==> src/rtl/fwd_pkg.sv <==
package fwd_pkg;

  parameter int REG_W    = 5;
  parameter int DATA_W   = 32;
  parameter int NUM_PROD = 2;   // producer stages: index 0 = stage 4, index 1 = stage 5

  // Path codes; the value of a producer code is its index plus one
  typedef enum logic [1:0] {
    SEL_RF = 2'b00,
    SEL_Z4 = 2'b01,
    SEL_Z5 = 2'b10
  } opSel_e;

  // Strobes passed from control to datapath
  typedef struct packed {
    opSel_e xSel;
    opSel_e ySel;
    logic   yImm;
  } fwdStrobe_t;

endpackage

==> src/rtl/fwd_match.sv <==
// Hazard comparator for one producer stage against the stage-3 consumer
module fwd_match #(
  parameter int REG_W = 5
) (
  input  logic [REG_W-1:0] prodDest,
  input  logic             prodAlu,
  input  logic             consAlu,
  input  logic             consImm,
  input  logic [REG_W-1:0] srcB,
  input  logic [REG_W-1:0] srcC,
  output logic             hitB,
  output logic             hitC
);

  logic bothAlu;

  always_comb begin
    bothAlu = prodAlu & consAlu;
    hitB    = bothAlu & (prodDest == srcB);
    hitC    = bothAlu & ~consImm & (prodDest == srcC);
  end

endmodule

==> src/rtl/fwd_ctrl.sv <==
// Turns per-stage comparisons into prioritised select strobes
module fwd_ctrl
  import fwd_pkg::*;
#(
  parameter int REG_W    = fwd_pkg::REG_W,
  parameter int NUM_PROD = fwd_pkg::NUM_PROD
) (
  input  logic [NUM_PROD-1:0][REG_W-1:0] prodDest,
  input  logic [NUM_PROD-1:0]            prodAlu,
  input  logic                           consAlu,
  input  logic                           consImm,
  input  logic [REG_W-1:0]               srcB,
  input  logic [REG_W-1:0]               srcC,
  output fwdStrobe_t                     strobe
);

  logic [NUM_PROD-1:0] hitB;
  logic [NUM_PROD-1:0] hitC;

  for (genvar g = 0; g < NUM_PROD; g++) begin : g_cmp
    fwd_match #(.REG_W(REG_W)) u_match (
      .prodDest (prodDest[g]),
      .prodAlu  (prodAlu[g]),
      .consAlu  (consAlu),
      .consImm  (consImm),
      .srcB     (srcB),
      .srcC     (srcC),
      .hitB     (hitB[g]),
      .hitC     (hitC[g])
    );
  end

  // Walk from oldest to youngest so the youngest match overwrites
  always_comb begin
    strobe.xSel = SEL_RF;
    strobe.ySel = SEL_RF;
    strobe.yImm = consImm;
    for (int i = NUM_PROD - 1; i >= 0; i--) begin
      if (hitB[i]) strobe.xSel = opSel_e'(2'(i + 1));
      if (hitC[i]) strobe.ySel = opSel_e'(2'(i + 1));
    end
  end

endmodule

==> src/rtl/fwd_datapath.sv <==
// Operand multiplexers steered by the control strobes
module fwd_datapath
  import fwd_pkg::*;
#(
  parameter int DATA_W = fwd_pkg::DATA_W
) (
  input  fwdStrobe_t        strobe,
  input  logic [DATA_W-1:0] z4,
  input  logic [DATA_W-1:0] z5,
  input  logic [DATA_W-1:0] rfB,
  input  logic [DATA_W-1:0] rfC,
  input  logic [DATA_W-1:0] immVal,
  output logic [DATA_W-1:0] opX,
  output logic [DATA_W-1:0] opY
);

  function automatic logic [DATA_W-1:0] pick(opSel_e sel,
                                             logic [DATA_W-1:0] base,
                                             logic [DATA_W-1:0] a4,
                                             logic [DATA_W-1:0] a5);
    case (sel)
      SEL_Z4:  return a4;
      SEL_Z5:  return a5;
      default: return base;
    endcase
  endfunction

  logic [DATA_W-1:0] yBase;

  always_comb begin
    yBase = strobe.yImm ? immVal : rfC;
    opX   = pick(strobe.xSel, rfB, z4, z5);
    opY   = pick(strobe.ySel, yBase, z4, z5);
  end

endmodule

==> src/rtl/fwd_unit.sv <==
module fwd_unit
  import fwd_pkg::*;
#(
  parameter int REG_W  = fwd_pkg::REG_W,
  parameter int DATA_W = fwd_pkg::DATA_W
) (
  input  logic [REG_W-1:0]  s4Dest,
  input  logic              s4IsAlu,
  input  logic [DATA_W-1:0] s4Result,
  input  logic [REG_W-1:0]  s5Dest,
  input  logic              s5IsAlu,
  input  logic [DATA_W-1:0] s5Result,
  input  logic [REG_W-1:0]  s3SrcB,
  input  logic [REG_W-1:0]  s3SrcC,
  input  logic              s3IsAlu,
  input  logic              s3IsImm,
  input  logic [DATA_W-1:0] s3Imm,
  input  logic [DATA_W-1:0] rfValB,
  input  logic [DATA_W-1:0] rfValC,
  output logic [DATA_W-1:0] opX,
  output logic [DATA_W-1:0] opY,
  output logic [1:0]        xSel,
  output logic [1:0]        ySel
);

  localparam int NumProd = 2;

  fwdStrobe_t                   strobe;
  logic [NumProd-1:0][REG_W-1:0] prodDest;
  logic [NumProd-1:0]            prodAlu;

  assign prodDest = {s5Dest, s4Dest};
  assign prodAlu  = {s5IsAlu, s4IsAlu};

  fwd_ctrl #(.REG_W(REG_W), .NUM_PROD(NumProd)) u_ctrl (
    .prodDest (prodDest),
    .prodAlu  (prodAlu),
    .consAlu  (s3IsAlu),
    .consImm  (s3IsImm),
    .srcB     (s3SrcB),
    .srcC     (s3SrcC),
    .strobe   (strobe)
  );

  fwd_datapath #(.DATA_W(DATA_W)) u_dp (
    .strobe (strobe),
    .z4     (s4Result),
    .z5     (s5Result),
    .rfB    (rfValB),
    .rfC    (rfValC),
    .immVal (s3Imm),
    .opX    (opX),
    .opY    (opY)
  );

  assign xSel = strobe.xSel;
  assign ySel = strobe.ySel;

endmodule

==> config.mk <==
export PLATFORM = sky130hd
export DESIGN_NAME = fwd_unit
export DESIGN_NICKNAME = d
export VERILOG_FILES = /design/src/rtl/fwd_pkg.sv /design/src/rtl/fwd_match.sv /design/src/rtl/fwd_ctrl.sv /design/src/rtl/fwd_datapath.sv /design/src/rtl/fwd_unit.sv
export SDC_FILE = /design/constraint.sdc
export NUM_CORES = 1
export LEC_CHECK = 0
export BUFFER_PORTS_ARGS = -buffer_cell sky130_fd_sc_hd__buf_4
export CAP_MARGIN = 0
export CORE_AREA = 2 2 97 99
export DETAILED_ROUTE_END_ITERATION = 10
export DIE_AREA = 0 0 99 101
export GPL_ROUTABILITY_DRIVEN = 1
export PLACE_DENSITY = 0.66
export SLEW_MARGIN = 15
export SYNTH_ARGS = -nofsm -noshare
export SYNTH_HDL_FRONTEND = slang
export SYNTH_HIERARCHICAL = 1
export SYNTH_SLANG_ARGS = --single-unit
==> constraint.sdc <==
create_clock -name vclk -period 3
set_input_delay 0.15 -clock vclk [all_inputs]
set_output_delay 0.15 -clock vclk [all_outputs]
set_load 0.01 [all_outputs]
==> impl_metrics.csv <==
group,metric,value,unit
cells_and_area,fin_area,0.00373,sq mm
job,cap_viol_max_count,0,
drt,met2_length,5.11,mm
power_and_ir_drop,p_leak,1.86,nW
cells_and_area,layout-drive-gt1-share,54.2,%
cells_and_area,fin_nets,683,
timing,hold_violations,0,
cells_and_area,diodes,0,
worst_setup_path,worstPathRequired,2850,ps
worst_setup_path,slowest_stage,"nor4_2",
min_path,hp-class,"input port to output port",
drt,drtIter0Drc,106,
status,status,"finished clean",
placed_design,postPlaceCellArea,0.00373,sq mm
logic_synthesis,yosysWarnings,6,
floorplanning,num_io_pins,252,
timing,worstMarginPinSlew,702,ps
worst_setup_path,endpoint_kind,"output port",
timing,slew_headroom,53.2,%
floorplanning,row_count,35,
global_route,grt_pass1_vias,3051,
drt,routed.top_layer,"met4",
global_route,grt-ovfl-total,0,
drt,met3_length,893,um
clock_network,cts.repair.resized,0,
worst_setup_path,critPathArrivalTime,2390,ps
timing,setup-tns-final,0,ps
timing,post-route-period-util,84.6,%
clock_network,ctsHoldBuffers,0,
cells_and_area,stdcell_count,604,
drt,drtPass1Iterations,4,
drt,drc,0,
logic_synthesis,syn_area,0.00185,sq mm
drt,vias,3075,
global_route,grt_pass1_wl,14.3,mm
power_and_ir_drop,finalPower,478,uW
floorplanning,die_x,99,um
drt,routedWlPerCell,15.8,um
worst_setup_path,path_max_fanout,38,
timing,finalSetupViolCount,0,
worst_setup_path,crit_type,"input port to output port",
cells_and_area,register_area,0,sq um
drt,drtAntennaViolNets,0,
worst_setup_path,path_cells,"buf_4 -> xnor2_1 -> nand4_1 -> nor4_2 -> inv_1 -> ha_2 -> buf_4 -> a221oi_1 -> a21oi_1 -> buf_4",
worst_setup_path,crit_path_start_kind,"input port",
worst_setup_path,crit_family,"buffers and inverters",
timing,max_freq,0.394,GHz
placed_design,post-dp-hpwl,7.70,mm
logic_synthesis,seq_area_frac_synth,0,%
global_route,grtUsageTotal,16.8,%
global_route,grt_start_max_net_pins,39,
cells_and_area,area_growth,102,%
timing,rsz0062_at_grt,"false",
placed_design,dp_cells,604,
cells_and_area,fin_util,41.6,%
cells_and_area,seq_cells,0,
logic_synthesis,synth_area_leaders,"mux2i_1 17%, a221oi_1 15%, a22oi_1 13%",
floorplanning,dieArea,0.0100,sq mm
cells_and_area,clock_buffers,0,
timing,post-route-min-period,2540,ps
drt,vias_per_cell,5.09,
floorplanning,core_area,0.00898,sq mm
clock_network,cts_setup_buffers,0,
power_and_ir_drop,ir_drop,81.4,uV
logic_synthesis,synth.avg_cell_area,6.97,sq um
worst_setup_path,worst-path-buf-inv,4,
drt,drt-met1-wl,3.49,mm
logic_synthesis,synth_most_common_cell,"nand2_1",
logic_synthesis,synth_top_cell_by_area,"mux2i_1",
worst_setup_path,cpPeakStageDelay,480,ps
placed_design,io_buffers,252,
logic_synthesis,ys_types,19,
logic_synthesis,syn_inst,265,
logic_synthesis,syn_nets,453,
placed_design,gp_congestion,0.854,
floorplanning,die_h,101,um
logic_synthesis,synth_top_cell_area_share,17.3,%
timing,final_max_slew_viol_count,0,
power_and_ir_drop,power_density,128,mW/mm^2
worst_setup_path,cp_common_cell,"buf_4",
global_route,antenna_found_initial,0,
drt,drt-total-wl,9.57,mm
cells_and_area,fillCellCount,921,
floorplanning,start_util,20.6,%
-- layer usage --
layer / vias to the layer above / GRT usage [%]
li1: 1491 / -
met1: 1407 / 19.3
met2: 171 / 33.1
met3: 6 / 2.84
met4: 0 / 2.00
met5: - / 0
-- path summary, 6_finish.rpt --
kind	startpoint	endpoint	slack (ps)	cells past startpoint
max	s4Dest[3]	opY[30]	460	10
min	rfValB[8]	opX[8]	590	4
-- kinds of logic (layout without fill, tap and decap cells) --
| logic type | Yosys count | after routing | share of synthesized area, % |
|---|---|---|---|
| compound gates | 128 | 128 | 45.5 |
| xor+xnor | 20 | 20 | 9.48 |
| fa+ha+maj | 4 | 4 | 2.71 |
| buf+inv | 37 | 265 | 13.3 |
| mux | 32 | 32 | 17.3 |
| simple gates | 44 | 44 | 11.6 |
-- placed cells by master (no fill, tap or decap) --
master	n
buf_12	1
ha_1	2
buf_4	260
mux2i_1	32
xor2_1	4
o21ai_0	32
nor3_1	2
a221oi_1	32
nand2_1	34
ha_2	2
nor4_2	2
a22oi_1	32
nor2b_4	2
nand4_1	4
inv_1	4
xnor2_1	16
a21oi_1	32
-- stage by stage --
stage | hold WS [ps] | setup WS [ps]
3_5_place_dp | 590 | 475
3_3_place_gp | 591 | 547
4_1_cts | 590 | 475
6_report | 590 | 462
2_1_floorplan | 446 | 984
5_1_grt | 608 | 263
-- final cells by class --
class | instances | area (sq um) | area share [%]
well taps | 111 | 139 | 3.72
repair buffers | 261 | 1970 | 52.8
multi-input cells | 228 | 1610 | 43.0
inverters | 4 | 15.0 | 0.402
-- where the power goes --
| group | switching (mW) | total [mW] | leakage (nW) | internal (mW) |
|---|---|---|---|---|
| sequential | 0 | 0 | 0 | 0 |
| combinational | 0.185 | 0.478 | 1.86 | 0.294 |
| clock | 0 | 0 | 0 | 0 |
Note: power is estimated with default switching activity, not from simulation.
